==> config.mk <==
export PLATFORM = sky130hd
export DESIGN_NAME = nand_pe_seq
export DESIGN_NICKNAME = d
export VERILOG_FILES = /design/src/rtl/nand_pe_seq.sv
export SDC_FILE = /design/constraint.sdc
export NUM_CORES = 1
export LEC_CHECK = 0
export CORE_AREA = 8 8 160 192
export DETAILED_ROUTE_END_ITERATION = 12
export DIE_AREA = 0 0 168 200
export MAX_ROUTING_LAYER = met4
export PLACE_DENSITY = 0.66
export SLEW_MARGIN = 15
export SYNTH_ARGS = -nofsm -noshare
export SYNTH_HDL_FRONTEND = slang
export SYNTH_SLANG_ARGS = --single-unit
==> constraint.sdc <==
create_clock -name clk -period 11.9 [get_ports clk]
set_input_delay 1.19 -clock clk [delete_from_list [all_inputs] [get_ports clk]]
set_output_delay 1.19 -clock clk [all_outputs]
set_load 0.02 [all_outputs]
==> src/rtl/nand_pe_seq.sv <==
module nand_pe_seq #(
  parameter int CNT_W     = 16,
  parameter int LEN_W     = 12,
  parameter int PAGE_BITS = 6,
  parameter int PLANE_BIT = 6
) (
  input  logic             clk,
  input  logic             rst_n,
  input  logic             start,
  input  logic             op,
  input  logic [15:0]      col_a,
  input  logic [23:0]      row_a,
  input  logic [15:0]      col_b,
  input  logic [23:0]      row_b,
  input  logic [LEN_W-1:0] page_len,
  input  logic [CNT_W-1:0] t_wc,
  input  logic [CNT_W-1:0] t_adl,
  input  logic [CNT_W-1:0] t_wb,
  input  logic [CNT_W-1:0] t_whr,
  input  logic [CNT_W-1:0] to_limit,
  input  logic [7:0]       wdata,
  input  logic             wvalid,
  output logic             wready,
  output logic             busy,
  output logic             done,
  output logic             pass,
  output logic             rejected,
  output logic             timed_out,
  output logic             ce_n,
  output logic             cle,
  output logic             ale,
  output logic             we_n,
  output logic             re_n,
  output logic [7:0]       io_out,
  output logic             io_oe,
  input  logic [7:0]       io_in,
  input  logic             rb_n
);

  localparam logic [23:0] BLK_MASK = ~((24'd1 << PAGE_BITS) - 24'd1) & ~(24'd1 << PLANE_BIT);
  localparam logic [CNT_W:0] ONE = 1;
  localparam logic [4:0] STEP_END = 5'd31;

  typedef enum logic [3:0] {
    K_CMD, K_ADDR, K_DATA, K_ADL, K_WB, K_RB, K_WHR, K_READ, K_END
  } kind_t;

  typedef enum logic [1:0] {P_LOAD, P_LO, P_HI} phase_t;

  logic             active, op_q, fail_q, rej_q, to_q;
  logic [15:0]      col_a_q, col_b_q;
  logic [23:0]      row_a_q, row_b_q;
  logic [LEN_W-1:0] plen_q, dcnt;
  logic [4:0]       step;
  phase_t           ph;
  logic [CNT_W-1:0] cnt, tgap;
  logic [7:0]       byte_q, ub;
  kind_t            kind;
  logic             xfer, wc_last, gap_last;

  always_comb begin
    kind = K_END;
    ub   = 8'h00;
    if (!op_q) begin
      case (step)
        5'd0:  begin kind = K_CMD;  ub = 8'h80; end
        5'd1:  begin kind = K_ADDR; ub = col_a_q[7:0]; end
        5'd2:  begin kind = K_ADDR; ub = col_a_q[15:8]; end
        5'd3:  begin kind = K_ADDR; ub = row_a_q[7:0]; end
        5'd4:  begin kind = K_ADDR; ub = row_a_q[15:8]; end
        5'd5:  begin kind = K_ADDR; ub = row_a_q[23:16]; end
        5'd6:  kind = K_ADL;
        5'd7:  kind = K_DATA;
        5'd8:  begin kind = K_CMD;  ub = 8'h11; end
        5'd9:  kind = K_WB;
        5'd10: kind = K_RB;
        5'd11: begin kind = K_CMD;  ub = 8'h80; end
        5'd12: begin kind = K_ADDR; ub = col_b_q[7:0]; end
        5'd13: begin kind = K_ADDR; ub = col_b_q[15:8]; end
        5'd14: begin kind = K_ADDR; ub = row_b_q[7:0]; end
        5'd15: begin kind = K_ADDR; ub = row_b_q[15:8]; end
        5'd16: begin kind = K_ADDR; ub = row_b_q[23:16]; end
        5'd17: kind = K_ADL;
        5'd18: kind = K_DATA;
        5'd19: begin kind = K_CMD;  ub = 8'h10; end
        5'd20: kind = K_WB;
        5'd21: kind = K_RB;
        default: kind = K_END;
      endcase
    end else begin
      case (step)
        5'd0: begin kind = K_CMD;  ub = 8'h60; end
        5'd1: begin kind = K_ADDR; ub = row_a_q[7:0]; end
        5'd2: begin kind = K_ADDR; ub = row_a_q[15:8]; end
        5'd3: begin kind = K_ADDR; ub = row_a_q[23:16]; end
        5'd4: begin kind = K_CMD;  ub = 8'hD0; end
        5'd5: kind = K_WB;
        5'd6: kind = K_RB;
        5'd7: kind = K_WHR;
        5'd8: begin kind = K_CMD;  ub = 8'h70; end
        5'd9: kind = K_WHR;
        5'd10: kind = K_READ;
        default: kind = K_END;
      endcase
    end
  end

  always_comb begin
    case (kind)
      K_ADL:   tgap = t_adl;
      K_WB:    tgap = t_wb;
      default: tgap = t_whr;
    endcase
  end

  assign xfer     = (kind == K_CMD) || (kind == K_ADDR) || (kind == K_DATA);
  assign wc_last  = ({1'b0, cnt} + ONE) >= {1'b0, t_wc};
  assign gap_last = ({1'b0, cnt} + ONE) >= {1'b0, tgap};

  always_ff @(posedge clk or negedge rst_n) begin
    if (!rst_n) begin
      active <= 1'b0; op_q <= 1'b0; fail_q <= 1'b0; rej_q <= 1'b0; to_q <= 1'b0;
      col_a_q <= '0; col_b_q <= '0; row_a_q <= '0; row_b_q <= '0;
      plen_q <= '0; dcnt <= '0; step <= '0; ph <= P_LOAD; cnt <= '0; byte_q <= '0;
    end else if (!active) begin
      if (start) begin
        active <= 1'b1; op_q <= op;
        col_a_q <= col_a; col_b_q <= col_b; row_a_q <= row_a; row_b_q <= row_b;
        plen_q <= page_len; dcnt <= '0; ph <= P_LOAD; cnt <= '0;
        fail_q <= 1'b0; to_q <= 1'b0;
        rej_q <= !op && (((row_a ^ row_b) & BLK_MASK) != 24'd0);
        step  <= (!op && (((row_a ^ row_b) & BLK_MASK) != 24'd0)) ? STEP_END : 5'd0;
      end
    end else begin
      case (kind)
        K_CMD, K_ADDR, K_DATA: begin
          case (ph)
            P_LOAD: begin
              if (kind != K_DATA) begin
                byte_q <= ub; ph <= P_LO;
              end else if (wvalid) begin
                byte_q <= wdata; ph <= P_LO;
              end
            end
            P_LO: begin
              if (wc_last) begin cnt <= '0; ph <= P_HI; end
              else cnt <= cnt + 1'b1;
            end
            default: begin
              if (wc_last) begin
                cnt <= '0; ph <= P_LOAD;
                if (kind != K_DATA || dcnt == plen_q - 1'b1) begin
                  step <= step + 1'b1; dcnt <= '0;
                end else begin
                  dcnt <= dcnt + 1'b1;
                end
              end else cnt <= cnt + 1'b1;
            end
          endcase
        end
        K_ADL, K_WB, K_WHR: begin
          if (gap_last) begin cnt <= '0; step <= step + 1'b1; end
          else cnt <= cnt + 1'b1;
        end
        K_RB: begin
          if (rb_n) begin
            cnt <= '0; step <= step + 1'b1;
          end else if (cnt >= to_limit) begin
            cnt <= '0; to_q <= 1'b1; step <= STEP_END;
          end else cnt <= cnt + 1'b1;
        end
        K_READ: begin
          if (wc_last) begin cnt <= '0; fail_q <= io_in[0]; step <= step + 1'b1; end
          else cnt <= cnt + 1'b1;
        end
        default: active <= 1'b0;
      endcase
    end
  end

  assign busy      = active;
  assign done      = active && (kind == K_END);
  assign pass      = !(fail_q || rej_q || to_q);
  assign rejected  = rej_q;
  assign timed_out = to_q;
  assign ce_n      = !(active && kind != K_END);
  assign cle       = active && (kind == K_CMD);
  assign ale       = active && (kind == K_ADDR);
  assign we_n      = !(active && xfer && ph == P_LO);
  assign re_n      = !(active && kind == K_READ);
  assign io_oe     = active && xfer;
  assign io_out    = byte_q;
  assign wready    = active && (kind == K_DATA) && (ph == P_LOAD);

endmodule

Word level (Yosys, flattened, before mapping)
Cells that the tools add are included.

cells by class
  add/subtract/negate cells = 5
  magnitude comparators = 3
  equality and inequality tests = 51
  muxes and demuxes = 53
  bitwise operators = 2
  reductions and logical operators = 48

operators by type and width
  kind                                                  count
  2-to-1 mux 16 bit                                     7
  case mux 8 bit (13 select lines)                      1
  2-to-1 mux 12 bit                                     6
  case mux 16 bit (4 select lines)                      1
  2-to-1 mux 5 bit                                      10
  case mux 4 bit (6 select lines)                       2
  case mux 8 bit (6 select lines)                       1
  equality test 5 x 4 -> 1 bit (second input constant)  8
  greater-or-equal comparator 17 x 16 -> 1 bit          2
  case mux 16 bit (2 select lines)                      1
  equality test 5 bit (second input constant)           6
  2-to-1 mux 8 bit                                      3
  nonzero test 24 bit                                   1
  bitwise XOR 24 bit                                    1
  != test 3 bit (second input constant)                 7
  equality test 5 x 3 -> 1 bit (second input constant)  4
  case mux 5 bit (4 select lines)                       1
  adder 16 x 1 -> 17 bit (second input constant)        1
  adder 16 x 1 -> 16 bit (second input constant)        1
  equality test 4 x 3 -> 1 bit (second input constant)  4
  greater-or-equal comparator 16 bit                    1
  2-to-1 mux 2 bit                                      7
  OR reduction 2 bit                                    7
  adder 12 x 1 -> 12 bit (second input constant)        1
  other kinds (35)                                      78

word-level totals
  flip-flop bits (word level) = 140
  bits of input ports = 194

Logic depth before layout (Yosys ltp)
  depth in word-level cells = 11
  gate-level depth with buffers = 24

Least setup slack after synthesis
OpenSTA, ideal clock, no wires.

  path kind = register to register
  from = register step[3]
  to = register cnt[0]
  data arrival time = 4.988 ns
  data required time = 11.816 ns
  path slack = 6.828 ns
  cell stages (with the launch flop) = 24
  clock period less this slack = 5.072 ns
  cell sequence = dfrtp_1 > buf_6 > buf_2 > clkbuf_1 > and3_1 > ha_1 > clkbuf_1 > nor3_1 > a21boi_1 > a21oi_4 > nor2_1 > nor2_1 > clkbuf_1 > a21boi_0 > ha_1 > a21o_1 > a221oi_1 > o21ai_0 > a2111o_1 > nor3_1 > nor3b_2 > or3b_1 > buf_6 > mux2i_4

on the way
  cells in the longest elaborated chain, start to end = 10
  elaborated cells between the ends (all ways) = 52
  those cells by class = 1 x order compare; 30 x eq/ne; 7 x mux; 14 x reduce/logical

ends and longest elaborated chain
  item                                                                          RTL line  text
  from (decl)                                                                   54        logic [4:0] step;
  from (signal assigned)                                                        132       step <= (!op && (((row_a ^ row_b) & BLK_MASK) != 24'd0)) ? STEP_END : 5'd0;
  equality test 5 x 3 -> 1 bit, or another cell as far along                    65, 91
  OR reduction 10 bit (no source line), or another cell as far along            -
  case mux 4 bit (6 select lines), on equally long branches                     65, 91
  2-to-1 mux 4 bit (*)                                                          64        if (!op_q) begin
  equality test 4 x 3 -> 1 bit or equality test 4 x 2 -> 1 bit (tied branches)  109, 135
  case mux 16 bit (2 select lines)                                              109       case (kind)
  greater-or-equal comparator 17 x 16 -> 1 bit                                  118       assign gap_last = ({1'b0, cnt} + ONE) >= {1'b0, tgap};
  2-to-1 mux 16 bit                                                             162       if (gap_last) begin cnt <= '0; step <= step + 1'b1; end
  case mux 16 bit (4 select lines)                                              135       case (kind)
  2-to-1 mux 16 bit                                                             125       end else if (!active) begin
  to (signal assigned)                                                          147       else cnt <= cnt + 1'b1;
  to (signal assigned)                                                          163       else cnt <= cnt + 1'b1;
  to (signal assigned)                                                          170       end else cnt <= cnt + 1'b1;
  to (decl)                                                                     56        logic [CNT_W-1:0] cnt, tgap;

Mark *: on every way between the ends. The rest lies on a longest branch, timed or not.
A chain may end at the register's enable or synchronous reset.

Worst setup path after layout
Same ends and word-level chain as after synthesis.

==> impl_metrics.csv <==
group,metric,value,unit
routing,wire_per_inst,19.2,um
sta,fmax,0.156,GHz
floorplanning,dieArea,0.0336,mm^2
sta,tightest_slew,1070,ps
critical_path,end_kind,"flip-flop",
pwr,power,0.00276,W
cts,cts_tree,"done",
floorplanning,initial_core_util,0.344,
floorplanning,io_pins,214,
critical_path,critical_path_required,12240,ps
placed_design,placedInstanceArea,0.0118,mm^2
floorplanning,coreArea,0.0276,mm^2
logic_synthesis,ys_ff_latch,140,
cts,clk_latency,430,ps
critical_path,arrival,6740,ps
routing,antenna_violating_nets_post_route,0,
routing,drt-vias-per-instance,5.52,
routing,drt_iter0_markers,885,
routing,dr.pass1.iters,6,
cells_and_area,utilization,0.449,
grt,grt.total_usage,0.195,
logic_synthesis,synth_area,0.00949,mm^2
cells_and_area,stdcell_count,1667,
logic_synthesis,synth.distinct_cells,84,
cts,htree_levels,4,
pwr,powerDensity,222,mW/mm^2
sta,period_share,0.537,
sta,worst_clock_skew,13.7,ps
cells_and_area,layout.nets,1559,
critical_path,worstReg2RegStart,"step[3]$_DFFE_PN0P_",
cells_and_area,mostFrequentLayoutCell,"nand2_1",
logic_synthesis,seq_area_frac_synth,0.369,
cts,clock_sinks,140,
cts,postCtsResizedCells,0,
cells_and_area,final_area,0.0124,mm^2
sta,finalSetupViolations,0,
grt,grt_pass1_wl,50.9,mm
placed_design,dp.cells,1635,
routing,drc,0,
grt,grt_start_max_net_pins,100,
placed_design,dp_hpwl,23.7,mm
cts,hold_buffers,0,
logic_synthesis,synthTopCellsByArea,"dfrtp_1 37%, nand2_1 13%, ha_1 7.4%",
sta,post-route-min-period,6390,ps
grt,grt_overflow_total,0,
cells_and_area,layout_common_cells,"323 x nand2_1, 205 x clkdlybuf4s50_1, 140 x dfrtp_1",
logic_synthesis,synth_fp_nets,1383,
placed_design,routabilityCongestion,0.918,
logic_synthesis,synth_area_leader_cell,"dfrtp_1",
outcome,outcome,"completed",
cts,clock_path_buffers,2,
cells_and_area,flow.area_growth_from_synthesis,30.6,%
sta,fin_setup_tns,0,ps
critical_path,critical_path.startpoint,"step[3]$_DFFE_PN0P_",
hold_path,hold_class,"flip-flop to flip-flop",
critical_path,path_class,"flip-flop to flip-flop",
sta,rsz0062_at_grt,"false",
cells_and_area,nFillCells,2704,
flow_run,max-cap-violations,0,
floorplanning,fp-row-count,67,
pwr,vdd_drop_max,120,uV
floorplanning,dieHeight,200,um
grt,grt_pass1_vias,9459,
critical_path,critPathMaxFanout,28,
critical_path,critPathLaunchType,"flip-flop",
routing,vias,9203,
floorplanning,dieWidth,168,um
sta,slew_viol_final,0,
hold_path,hold_start,"row_b_q[0]$_DFFE_PN0P_",
cts,numCtsBuffers,17,
logic_synthesis,async_flop_share,1.00,
sta,timing.final.hold_violations,0,
logic_synthesis,syn_area_per_cell,8.38,um^2
cts,clk_pin_slew,70,ps
routing,wl,32.0,mm
cts,post_cts_buffers,0,
cells_and_area,drive_gt1_frac,0.0575,
logic_synthesis,syn_inst,1133,
cells_and_area,n_antenna_cell,0,
pwr,power_leakage,5.72,nW
grt,antenna_found_initial,0,
sta,slew-limit-headroom,0.285,
logic_synthesis,synth_edf_count,0,
logic_synthesis,ys.flop_type,"dfrtp_1",
logic_synthesis,synth_warnings,0,
logic_synthesis,yosysTopAreaCellShare,0.369,
placed_design,io_buffers,206,
cts,root_buffer,"clkbuf_16",
-- cell type report --
class,count,area (um^2),area share
multi-input cells,883,5540,0.447
flip-flops and latches,140,3500,0.283
repair buffers,215,2130,0.172
clock buffers,20,467,0.0377
well taps,345,432,0.0348
inverters,52,195,0.0157
clock inverters,12,121,0.00979
-- cells by family (layout without fill, tap and decap cells) --
family	Yosys count	count (layout)	synth area share
simple gates	516	516	0.247
compound gates	257	257	0.208
flops	140	140	0.369
buf+inv	110	299	0.0488
fa+ha+maj	56	56	0.0738
xor+xnor	47	47	0.0434
mux	7	7	0.00949
-- flip-flops by register name, summed over array words and instances, names as in the netlist --
register	count
io_out	8
rejected	1
row_a_q	24
col_a_q	16
plen_q	12
row_b_q	24
step	5
busy	1
col_b_q	16
op_q	1
ph	2
fail_q	1
dcnt	12
cnt	16
timed_out	1
-- power by group --
group / internal [W] / switching, W
combinational: 0.000532 / 0.000837
sequential: 0.000665 / 0.000191
clock: 0.000294 / 0.000236
total: 0.00149 / 0.00126
-- worst max-delay path, stage by stage (launching register included) --
cell      delay [ps]
dfrtp_1          920
and3_1           270
ha_1             570
nor3_1           240
a21o_1           240
nand3_1          110
nor2_1            50
buf_4            200
nor2_1           740
a21boi_0         310
ha_1             370
and4_1           230
a211oi_1         230
a21oi_1          100
a2111o_1         470
o32ai_1          190
nor3b_2          180
or3b_1           640
mux2i_4          220
-- Yosys cell counts (20+ instances only) --
library cell	n
nor2_1	40
clkbuf_1	42
dfrtp_1	140
a22oi_1	23
ha_1	56
nand2_1	324
inv_1	50
xor2_1	29
o21ai_0	32
a21oi_1	32
nand3_1	22
and3_1	20
-- path summary, 6_finish.rpt --
path                                               end  slack (ps)  cells after the start
worst max register to register      cnt[0]$_DFFE_PN0P_        5510                     18
worst max-delay path                cnt[0]$_DFFE_PN0P_        5510                     18
min in group asynchronous           cnt[0]$_DFFE_PN0P_         740                      1
worst min-delay path            row_b_q[0]$_DFFE_PN0P_         470                      2
worst min register to register  row_b_q[0]$_DFFE_PN0P_         470                      2
max in group asynchronous       col_a_q[0]$_DFFE_PN0P_        9680                      2
-- metal layers --
layer	vias up	wire length, um	part of all wire	track usage
li1	4397	-	-	-
met2	398	14800	0.46	0.313
met3	62	2130	0.067	0.0350
met5	-	0	0	-
met4	0	962	0.030	0.0778
met1	4346	14100	0.44	0.243
-- through the flow --
step	hold slack (ps)	worst slack, ps
floorplan	439	6830
global placement	458	5710
detailed placement	462	5660
CTS	479	5630
global route	493	5110
finish	474	5510
(Power assumes the default switching activity.)
